--- src/rtl/rxaf_pkg.sv ---
package rxaf_pkg;
   typedef enum logic {
      MATCH_ANY = 1'b0,
      MATCH_ALL = 1'b1
   } match_mode_e;

   typedef struct packed {
      logic open;
      logic wr;
      logic rd;
   } acc_cmd_t;
endpackage

--- src/rtl/rxaf_decode.sv ---
module rxaf_decode
   import rxaf_pkg::*;
(
   input  logic     cfg_cellbus,
   input  logic     cfg_contsel,
   input  logic     rst_req_n,
   input  logic     amode_n,
   input  logic     strobe_n,
   input  logic     rd_wr,
   output acc_cmd_t cmd
);
   logic win_open;
   logic strobe;

   always_comb begin
      win_open = cfg_cellbus & ~rst_req_n & ~amode_n;
      strobe   = win_open & ~strobe_n;
      cmd.open = win_open;
      cmd.rd   = strobe & rd_wr;
      cmd.wr   = strobe & ~rd_wr & ~cfg_contsel;
   end
endmodule

--- src/rtl/rxaf_store.sv ---
module rxaf_store
   import rxaf_pkg::*;
#(
   parameter int DW = 10
) (
   input  logic        clk,
   input  logic        rst_n,
   input  acc_cmd_t    cmd,
   input  logic [DW-1:0] mask,
   input  logic        mode_sel,
   input  logic [DW-1:0] wr_data,
   output logic [DW-1:0] addr_q,
   output match_mode_e mode_q,
   output logic [DW-1:0] rd_data,
   output logic        rd_oe
);
   always_ff @(posedge clk or negedge rst_n) begin
      if (!rst_n) begin
         addr_q <= '0;
         mode_q <= MATCH_ALL;
      end else if (cmd.wr) begin
         addr_q <= wr_data & mask;
         mode_q <= mode_sel ? MATCH_ALL : MATCH_ANY;
      end
   end

   always_ff @(posedge clk or negedge rst_n) begin
      if (!rst_n) begin
         rd_oe   <= 1'b0;
         rd_data <= '0;
      end else begin
         rd_oe   <= cmd.rd;
         rd_data <= cmd.rd ? addr_q : '0;
      end
   end
endmodule

--- src/rtl/rxaf_compare.sv ---
module rxaf_compare
   import rxaf_pkg::*;
#(
   parameter int DW = 10
) (
   input  logic        clk,
   input  logic        rst_n,
   input  logic [DW-1:0] mask,
   input  logic [DW-1:0] addr_q,
   input  match_mode_e mode_q,
   input  logic        addr_valid,
   input  logic [DW-1:0] addr_char,
   output logic        match_q
);
   logic [DW-1:0] same;
   logic [DW-1:0] agree_any;
   logic [DW-1:0] agree_all;
   logic          hit;

   for (genvar gi = 0; gi < DW; gi++) begin : g_bit
      assign same[gi]      = ~(addr_char[gi] ^ addr_q[gi]);
      assign agree_any[gi] = same[gi] & mask[gi];
      assign agree_all[gi] = same[gi] | ~mask[gi];
   end

   always_comb begin
      if (mode_q == MATCH_ALL) hit = &agree_all;
      else                     hit = |agree_any;
   end

   always_ff @(posedge clk or negedge rst_n) begin
      if (!rst_n) match_q <= 1'b0;
      else        match_q <= addr_valid & hit;
   end
endmodule

--- src/rtl/rxaf_hold.sv ---
module rxaf_hold #(
   parameter int HOLD_LIMIT = 8
) (
   input  logic clk,
   input  logic rst_n,
   input  logic rst_req_n,
   input  logic cfg_contsel,
   output logic fifo_rst_q
);
   localparam int CW = $clog2(HOLD_LIMIT + 1);
   localparam logic [CW-1:0] LIM  = CW'(HOLD_LIMIT);
   localparam logic [CW-1:0] LAST = CW'(HOLD_LIMIT - 1);

   logic [CW-1:0] run_cnt;

   always_ff @(posedge clk or negedge rst_n) begin
      if (!rst_n) begin
         run_cnt    <= '0;
         fifo_rst_q <= 1'b0;
      end else begin
         fifo_rst_q <= 1'b0;
         if (rst_req_n) begin
            run_cnt <= '0;
         end else begin
            if (run_cnt != LIM) run_cnt <= run_cnt + CW'(1);
            if (run_cnt == LAST && !cfg_contsel) fifo_rst_q <= 1'b1;
         end
      end
   end
endmodule

--- src/rtl/rxaddr_filter.sv ---
module rxaddr_filter
   import rxaf_pkg::*;
#(
   parameter int DW         = 10,
   parameter int NW         = 8,
   parameter int HOLD_LIMIT = 8
) (
   input  logic          clk,
   input  logic          rst_n,
   input  logic          cfg_wide,
   input  logic          cfg_cellbus,
   input  logic          cfg_contsel,
   input  logic          rst_req_n,
   input  logic          amode_n,
   input  logic          strobe_n,
   input  logic          rd_wr,
   input  logic          mode_sel,
   input  logic [DW-1:0] bus_in,
   output logic [DW-1:0] bus_out,
   output logic          bus_oe,
   input  logic          addr_valid,
   input  logic [DW-1:0] addr_char,
   output logic          match_pulse,
   output logic          fifo_rst_pulse
);
   if (NW < 1 || NW >= DW) begin : g_bad_width
      $error("rxaddr_filter: NW must lie in 1..DW-1");
   end
   if (HOLD_LIMIT < 2) begin : g_bad_hold
      $error("rxaddr_filter: HOLD_LIMIT must be at least 2");
   end

   acc_cmd_t      cmd;
   logic [DW-1:0] mask;
   logic [DW-1:0] addr_q;
   match_mode_e   mode_q;

   for (genvar gm = 0; gm < DW; gm++) begin : g_mask
      if (gm < NW) begin : g_low
         assign mask[gm] = 1'b1;
      end else begin : g_high
         assign mask[gm] = cfg_wide;
      end
   end

   rxaf_decode u_decode (
      .cfg_cellbus (cfg_cellbus),
      .cfg_contsel (cfg_contsel),
      .rst_req_n   (rst_req_n),
      .amode_n     (amode_n),
      .strobe_n    (strobe_n),
      .rd_wr       (rd_wr),
      .cmd         (cmd)
   );

   rxaf_store #(.DW(DW)) u_store (
      .clk      (clk),
      .rst_n    (rst_n),
      .cmd      (cmd),
      .mask     (mask),
      .mode_sel (mode_sel),
      .wr_data  (bus_in),
      .addr_q   (addr_q),
      .mode_q   (mode_q),
      .rd_data  (bus_out),
      .rd_oe    (bus_oe)
   );

   rxaf_compare #(.DW(DW)) u_cmp (
      .clk        (clk),
      .rst_n      (rst_n),
      .mask       (mask),
      .addr_q     (addr_q),
      .mode_q     (mode_q),
      .addr_valid (addr_valid),
      .addr_char  (addr_char),
      .match_q    (match_pulse)
   );

   rxaf_hold #(.HOLD_LIMIT(HOLD_LIMIT)) u_hold (
      .clk         (clk),
      .rst_n       (rst_n),
      .rst_req_n   (rst_req_n),
      .cfg_contsel (cfg_contsel),
      .fifo_rst_q  (fifo_rst_pulse)
   );
endmodule

--- config.mk ---
export PLATFORM = sky130hd
export DESIGN_NAME = rxaddr_filter
export DESIGN_NICKNAME = d
export VERILOG_FILES = /design/src/rtl/rxaf_pkg.sv /design/src/rtl/rxaf_decode.sv /design/src/rtl/rxaf_store.sv /design/src/rtl/rxaf_compare.sv /design/src/rtl/rxaf_hold.sv /design/src/rtl/rxaddr_filter.sv
export SDC_FILE = /design/constraint.sdc
export NUM_CORES = 1
export LEC_CHECK = 0
export BUFFER_PORTS_ARGS = -buffer_cell sky130_fd_sc_hd__buf_2
export CAP_MARGIN = 20
export CORE_MARGIN = 2
export CORE_UTILIZATION = 48
export CTS_BUF_LIST = sky130_fd_sc_hd__clkbuf_16
export CTS_CLUSTER_SIZE = 14
export DETAILED_ROUTE_END_ITERATION = 8
export GPL_TIMING_DRIVEN = 0
export PLACE_DENSITY_LB_ADDON = 0.05
export SYNTH_ARGS = -nofsm -noshare
export SYNTH_HDL_FRONTEND = slang
export SYNTH_SLANG_ARGS = --single-unit
--- constraint.sdc ---
create_clock -name clk -period 1.45 [get_ports clk]
set_input_delay 0.0725 -clock clk [delete_from_list [all_inputs] [get_ports clk]]
set_output_delay 0.0725 -clock clk [all_outputs]
set_load 0.005 [all_outputs]
== Yosys cells after proc, flatten, opt, wreduce, memory -nomap -nowiden ==
Cells that the tools add are included.

* Input port bits: 31
* Word-level logic and storage cells: 60
* Bits in registers: 28
* Output and inout bits: 13

* Mux-type cells: 7
* Add/sub/neg operators: 1
* Reduce and logical (&&, ||, !) cells: 5
* Bitwise operators: 38
* Equal/unequal tests: 2

{| class="wikitable"
|+ Operators with widths
! cell !! number
|-
| 1-bit inverter || 16
|-
| 10-bit AND || 1
|-
| 10-bit 2-to-1 mux || 1
|-
| 10-bit AND reduction || 1
|-
| 10-bit OR reduction || 1
|-
| 1-bit bitwise XOR || 10
|-
| 1-bit AND || 9
|-
| 4-bit 2-to-1 mux || 2
|-
| 4-bit by 1-bit adder with 4-bit output (second input constant) || 1
|-
| 4-bit by 3-bit equality test with 1-bit output (second input constant) || 1
|-
| 1-bit 2-to-1 mux || 4
|-
| 4-bit inequality test (second input constant) || 1
|-
| 1-bit OR || 2
|-
| 2-bit nonzero test || 1
|-
| 1-bit logical AND || 1
|-
| 1-bit logical NOT || 1
|}

== Logic depth before layout (Yosys ltp) ==
Gate-level depths: netlist (run 1).

* Depth in word-level cells: 6
* Gate-level depth with buffers: 6
* Gate-level depth less buffers: 6

== By module ==
Synthesis (run 1) repeated with hierarchy kept, for this count alone.

* Cells, all modules: 131
* Area total of the unflattened synthesis: 1336.3 µm²

{| class="wikitable"
|+ Modules (own cells, without submodules)
! module !! area an instance (µm²) !! sequential area each (µm²) !! times used !! cells each
|-
| rxaf_store || 775.7 || 551.8 || 1 || 65
|-
| rxaf_compare || 259.0 || 25.0 || 1 || 37
|-
| rxaf_hold || 255.2 || 125.1 || 1 || 22
|-
| rxaf_decode || 42.5 || 0.0 || 1 || 6
|-
| rxaddr_filter || 3.8 || 0.0 || 1 || 1
|}

== Worst setup path after synthesis (run 1) ==
OpenSTA, ideal clock, no wires.

* Path type: register to register
* Start: register u_hold.run_cnt[0]
* End: register u_hold.run_cnt[1]
* Required time: 1.332 ns
* Path buffers: 0
* Cell stages (with the launch flop): 7
* Period minus slack after synthesis: 1.227 ns
* Setup time: 0.118 ns
* Slack: 0.223 ns
* Arrival time: 1.109 ns
* Path through: dfrtp_1 -> inv_1 -> ha_1 -> nand2_1 -> or2_2 -> mux2i_1 -> nor2_1

* Longest elaborated chain between the ends: 3
* Elaborated cells on any way between the ends: 5
* Those cells by class: add/sub (1); eq/ne (1); mux (2); reduce/logical (1)

{| class="wikitable"
|+ Ends and longest elaborated chain
! element !! RTL line !! text
|-
| start: declaration || rxaf_hold.sv:14 || <nowiki>logic [CW-1:0] run_cnt;</nowiki>
|-
| start signal: assignment || rxaf_hold.sv:25 || <nowiki>if (run_cnt != LIM) run_cnt <= run_cnt + CW'(1);</nowiki>
|-
| 4-bit by 1-bit adder with 4-bit output || rxaf_hold.sv:25 ||
|-
| 4-bit 2-to-1 mux || rxaf_hold.sv:25 ||
|-
| 4-bit 2-to-1 mux || rxaf_hold.sv:22 || <nowiki>if (rst_req_n) begin</nowiki>
|}

Several ways; a longest one is shown, not always the timed one. The select of a mux whose other input is x is not followed.
A chain may end at the register's enable or synchronous reset.

== Worst setup path after layout (run 1) ==
* Start: input port cfg_contsel
* End: register u_store.addr_q[0]

* Longest elaborated chain between the ends: 2

{| class="wikitable"
|+ Ends and longest elaborated chain
! element !! RTL line !! text
|-
| start: declaration || rxaddr_filter.sv:12 || <nowiki>input logic cfg_contsel,</nowiki>
|-
| 1-bit inverter || rxaf_decode.sv:20 || <nowiki>cmd.wr = strobe & ~rd_wr & ~cfg_contsel;</nowiki>
|-
| 1-bit AND || rxaf_decode.sv:20 ||
|-
| end signal: assignment || rxaf_store.sv:22 || <nowiki>addr_q <= wr_data & mask;</nowiki>
|-
| end: declaration || rxaf_store.sv:12 || <nowiki>output logic [DW-1:0] addr_q,</nowiki>
|}

No other way between the ends.

==> results.yml, run 1 <==
global_routing:
  grt_max_degree: 29
  antenna_found_initial: 0
  track_usage_pct: 17.83
  overflow: 0
  grt_pass1_wl_um: 3712
  grt_pass1_vias: 833
power:
  p_per_area_nw_per_um2: 1218
  p_leak_nw: 0.8847
  ir_worst_vdd_mv: 0.7986
synthesis:
  synth_area_per_cell_um2: 12.85
  synth_cell_types: 27
  ys_top_cells_by_area: "dfrtp_1 (55%), xor2_1 (7.8%), mux2_4 (7.3%), and2_1 (5.1%), mux2_2 (2.7%)"
  synth_nets: 129
  synthCells: 96
  synth-seq-cells: 28
  synth_area_um2: 1234
  synth_edf_count: 0
  synth_top_area_cell: "dfrtp_1"
  synthFlopType: "dfrtp_1"
  yosysWarnings: 0
  synth_common_cells: "dfrtp_1 (27), xor2_1 (11), and2_1 (10)"
  ys_seq_area_share_pct: 56.90
  synthArstFlopShare_pct: 100.0
  yosysMostFrequentCell: "dfrtp_1"
  synth_top_area_share_pct: 54.77
critical_path:
  start_kind: "input pin"
  path_class: "in -> reg"
  r2r-start: "u_hold.run_cnt[0]$_DFFE_PN0P_"
  required_ns: 1.59
  r2r_cells: 6
  cp.arrival_ns: 1.55
  cp-end-kind: "register"
  r2r_slack_ns: 0.13
  r2r_end: "u_hold.run_cnt[1]$_DFFE_PN0P_"
  worstPathMaxFanout: 10
finish:
  ff_latch_area_um2: 701.9
  n_antenna_cell: 0
  fillerInstances: 202
  drive_gt1_share_pct: 44.14
  area_growth_pct: 30.83
  nNetsFinal: 179
  multi_input_area_um2: 510.5
drt:
  wl_met3_um: 119
  drt-total-wl_um: 2303
  wl_met2_um: 1188
  dr.pass1.iters: 4
  highest_layer: "met4"
  via_per_inst: 4.811
  wl_met1_um: 986
  wl_per_cell_um: 13.16
  dr_total_vias: 842
  drc: 0
  drtAntennaViolNets: 0
  drt_iter0_drc: 4
cts:
  post_cts_buffers: 0
  htreeDepth: 1
  clk_pin_slew_ns: 0.07
  clockBufferDepth: 2
  insertion_delay_ns: 0.26
  ctsRootBufferMaster: "clkbuf_16"
  cts_tree: "done"
  numCtsBuffers: 3
  cts_sinks: 28
placement:
  dp_slack_ns: 0.1273
  io_buffers: 43
  place_hpwl_um: 1694
  globalplace.congestion: 0.6493
floorplanning:
  dieArea_um2: 2992
  die_width_um: 54.70
  ios: 44
  fp.coreArea_um2: 2455
  start_util_pct: 50.25
  die_h_um: 54.70
  num_rows: 18
timing:
  fin_tns_setup_ns: 0
  hold_viol: 0
  setup_viol: 0
  worst_slew_pin_slew_ns: 0.6125
  fin_crit_sh_pct: 96.69
  rsz0062_at_grt: "no"
  finalCriticalPeriod_ns: 1.402
  max_slew_margin_pct: 59.17
  drv_slew: 0
  max_freq_mhz: 713.3
  fin_skew_ns: 0.003901
  layout_setup_ws_ns: 0.04800
hold_path:
  hold_class: "in -> reg"
  hp-start: "addr_valid"
  worstHoldPathCells: 3
  min_to: "u_cmp.match_q$_DFF_PN0_"
job:
  cap_violations: 0
run_status:
  status: "complete, no violations"
## stage by stage
stage / cell area [um2] / cells / hold WS [ns] / util, % / power, mW
finish: 1614 / 175 / 0.03991 / 65.75 / 1.965
global placement: 1486 / 169 / 0.1167 / 60.55 / 1.167
detailed placement: 1486 / 169 / 0.1200 / 60.55 / 1.180
global route: 1614 / 175 / 0.03650 / 65.75 / 2.067
floorplan: 1234 / 96 / -0.2231 / - / 1.074
CTS: 1612 / 175 / 0.03316 / 65.65 / 1.994
## power by group
part	internal [mW]	switching, mW	leakage (nW)
Sequential	0.855	0.0585	0.373
Combinational	0.145	0.110	0.461
Clock	0.549	0.248	0.0511
Total	1.55	0.416	0.885
## kinds of logic (layout without fill, tap and decap cells)
group	Yosys count	after routing	share of synthesized area, %
flip-flops	28	28	56.90
buffers and inverters	4	53	1.927
multiplexers	10	10	10.85
AO/OA/AOI/OAI	7	7	3.347
XOR/XNOR	12	12	8.519
AND/OR/NAND/NOR	33	33	16.43
adder cells (fa/ha/maj)	2	2	2.028
## worst max-delay path: stages
cell,delay (ns)
dlygate4sd3_1,0.54
buf_2,0.14
nor2_2,0.14
nand4b_4,0.16
buf_6,0.19
mux2_4,0.29
## how the worst max path moves through the flow
stage                                  startpoint                       endpoint  slack (ns)
floorplan           u_hold.run_cnt[0]$_DFFE_PN0P_  u_hold.run_cnt[1]$_DFFE_PN0P_        0.22
global placement    u_hold.run_cnt[0]$_DFFE_PN0P_  u_hold.run_cnt[1]$_DFFE_PN0P_        0.16
detailed placement  u_hold.run_cnt[0]$_DFFE_PN0P_  u_hold.run_cnt[1]$_DFFE_PN0P_        0.13
CTS                                   cfg_contsel  u_store.addr_q[0]$_DFFE_PN0P_        0.04
global route                          cfg_contsel  u_store.addr_q[2]$_DFFE_PN0P_       0.004
finish                                cfg_contsel  u_store.addr_q[0]$_DFFE_PN0P_        0.05
## final cells by class
| type | count | area share (%) |
|---|---|---|
| multi-input cells | 64 | 31.63 |
| plain buffers | 2 | 1.008 |
| repair buffers | 45 | 14.57 |
| well taps | 30 | 2.326 |
| flip-flops and latches | 28 | 43.49 |
| clock inverters | 1 | 1.860 |
| clock buffers | 3 | 4.651 |
| inverters | 2 | 0.4651 |
## metal layers
metal  global-route usage, %  vias to the layer above
met5                       0                        -
met4                   6.250                        0
met3                   4.372                        2
met2                   28.97                       23
met1                   23.02                      391
li1                        -                      426
## state kept, by name, indices dropped and copies added, names as in the netlist
signal,flops
u_store.addr_q,10
u_store.rd_oe,1
u_store.mode_q,1
u_store.rd_data,10
u_hold.fifo_rst_q,1
u_hold.run_cnt,4
u_cmp.match_q,1
## what timing repair did
item,in CTS,in global routing
hold buffers,2,0
gates resized for setup,0,1
hold endpoints to repair,28,0
endpoints found under the setup margin,0,5
## cell usage in the layout (no fill, tap or decap), types with 3 or more instances in the layout
cell       synthesis  layout
and2_1            10      10
buf_2              1      44
clkbuf_16          0       3
dfrtp_1           27      27
mux2_2             3       3
mux2_4             6       6
nand2_1            6       6
nor2_1             4       3
nor4_1             3       3
o21ai_0            3       3
xor2_1            11      11
(Power assumes the default switching activity.)
==> run 2: changes to the inputs <==
- CORE_UTILIZATION: 48 -> 52
- clock period: 1.45 -> 1.8 ns (I/O delays scaled with it)
==> run 2 against run 1 <==
  * Critical path depth unchanged
  * Cell area is 2.6% lower
  * Non-clock buffer count is 1 lower
  * Clock power fell by 37%
  * Sequential power down 19%
==> results.yml, run 2 (same netlist as run 1, synthesis figures left out) <==
floorplanning:
  start_util_pct: 55.24
  die_h_um: 52.71
  num_rows: 17
  fp.coreArea_um2: 2233
  die_width_um: 52.71
  dieArea_um2: 2778
  ios: 44
drt:
  drt-total-wl_um: 2335
  drc: 0
  via_per_inst: 4.872
  dr.pass1.iters: 1
  drt_iter0_drc: 0
  drtAntennaViolNets: 0
  dr_total_vias: 838
  wl_per_cell_um: 13.58
cts:
  cts_tree: "done"
  htreeDepth: 1
  clk_pin_slew_ns: 0.07
  post_cts_buffers: 0
  numCtsBuffers: 3
  clockBufferDepth: 2
  cts_sinks: 28
  insertion_delay_ns: 0.26
  ctsRootBufferMaster: "clkbuf_16"
  cts_resized: 0
timing:
  max_slew_margin_pct: 59.61
  fin_crit_sh_pct: 76.16
  setup_viol: 0
  finalCriticalPeriod_ns: 1.371
  rsz0062_at_grt: "no"
  max_freq_mhz: 729.4
  drv_slew: 0
  hold_viol: 0
  worst_slew_pin_slew_ns: 0.6058
  fin_tns_setup_ns: 0
  fin_skew_ns: 0.002963
finish:
  fillerInstances: 169
  final_cell_mix: "buf_2 (44), dfrtp_1 (27), xor2_1 (11)"
  n_antenna_cell: 0
  area_growth_pct: 27.48
  stdcell_area_um2: 1573
  layout_commonest_cell: "buf_2"
  drive_gt1_share_pct: 43.06
  multi_input_area_um2: 508.0
  ff_latch_area_um2: 701.9
  fin_cells: 172
  nNetsFinal: 178
  top_regs: "u_store.addr_q x10, u_store.rd_data x10, u_hold.run_cnt x4"
power:
  p_per_area_nw_per_um2: 921.7
  power_frac_seq_pct: 51.0
  p_int_mw: 1.101
  power_frac_clock_pct: 34.4
  share_comb_of_total_power_pct: 14.6
  p_leak_nw: 0.8680
  p_sw_mw: 0.3481
  ir_worst_vdd_mv: 0.5819
  p_sw_share_pct: 24.01
global_routing:
  grt_max_degree: 29
  grt_pass1_wl_um: 3870
  grt_pass1_vias: 880
  antenna_found_initial: 0
  overflow: 0
  track_usage_pct: 20.01
critical_path:
  cp-end-kind: "register"
  cp.arrival_ns: 1.52
  r2r_slack_ns: 0.43
  start_kind: "register"
  startpoint: "u_hold.run_cnt[0]$_DFFE_PN0P_"
  r2r-start: "u_hold.run_cnt[0]$_DFFE_PN0P_"
  worstPathMaxFanout: 4
  path_class: "reg -> reg"
  r2r_end: "u_hold.run_cnt[1]$_DFFE_PN0P_"
  crit_path_end: "u_hold.run_cnt[1]$_DFFE_PN0P_"
  required_ns: 1.95
  r2r_cells: 6
placement:
  io_buffers: 43
  place_inst: 167
  place_hpwl_um: 1651
  globalplace.congestion: 0.7023
  place_area_um2: 1484
run_status:
  status: "complete, no violations"
job:
  cap_violations: 0
hold_path:
  hold_class: "in -> reg"
  hp-start: "cfg_contsel"
run 2: critical path: stages (launching register included):
cell	delay, ns
dfrtp_1	0.42
inv_1	0.08
ha_1	0.15
nand2_1	0.07
or2_2	0.31
mux2i_1	0.18
nor2_1	0.06
run 2: metal layers:
layer  GRT usage [%]  vias up  wire length, um
met2           35.42       26             1223
met1           22.33      387              948
met5               0        -                0
li1                -      419                -
met4           8.974        0               47
met3           5.143        6              115
run 2: power by group through the flow:
stage                     clock network [mW]  registers [mW]  logic, mW
after floorplan                            0           0.737      0.128
after global placement                     0           0.746      0.194
after detailed placement                   0           0.748      0.205
after CTS                              0.504           0.739      0.215
after global routing                   0.530           0.747      0.237
final                                  0.499           0.739      0.211
run 2: what timing repair did:
item,in CTS,in global routing
hold buffers,1,0
endpoints found under the hold margin,27,0
setup endpoints to repair,0,0
run 2: final cells by class:
cell class	instances	share of cell area, %
well taps	28	2.228
plain buffers	2	1.034
multi-input cells	64	32.30
inverters	2	0.4773
clock buffers	3	4.773
repair buffers	44	14.32
clock inverters	1	0.2387
flip-flops and latches	28	44.63
run 2: stage by stage:
stage / util (%) / power [mW] / hold slack [ns] / setup WS, ns
3_3_place_gp: 66.44 / 0.9401 / 0.1323 / 0.5076
3_5_place_dp: 66.44 / 0.9535 / 0.1372 / 0.4647
5_1_grt: 70.42 / 1.514 / 0.006255 / 0.3191
2_1_floorplan: - / 0.8649 / -0.2056 / 0.5726
6_report: 70.42 / 1.450 / 0.005762 / 0.4291
4_1_cts: 70.42 / 1.458 / 0.0008590 / 0.4173
run 2: worst min-delay path by stage:
stage,end,cells past startpoint
floorplan,u_cmp.match_q$_DFF_PN0_,0
global placement,u_hold.run_cnt[2]$_DFFE_PN0P_,1
detailed placement,u_hold.fifo_rst_q$_DFF_PN0_,1
CTS,u_hold.fifo_rst_q$_DFF_PN0_,2
global route,u_hold.fifo_rst_q$_DFF_PN0_,2
finish,u_hold.fifo_rst_q$_DFF_PN0_,2
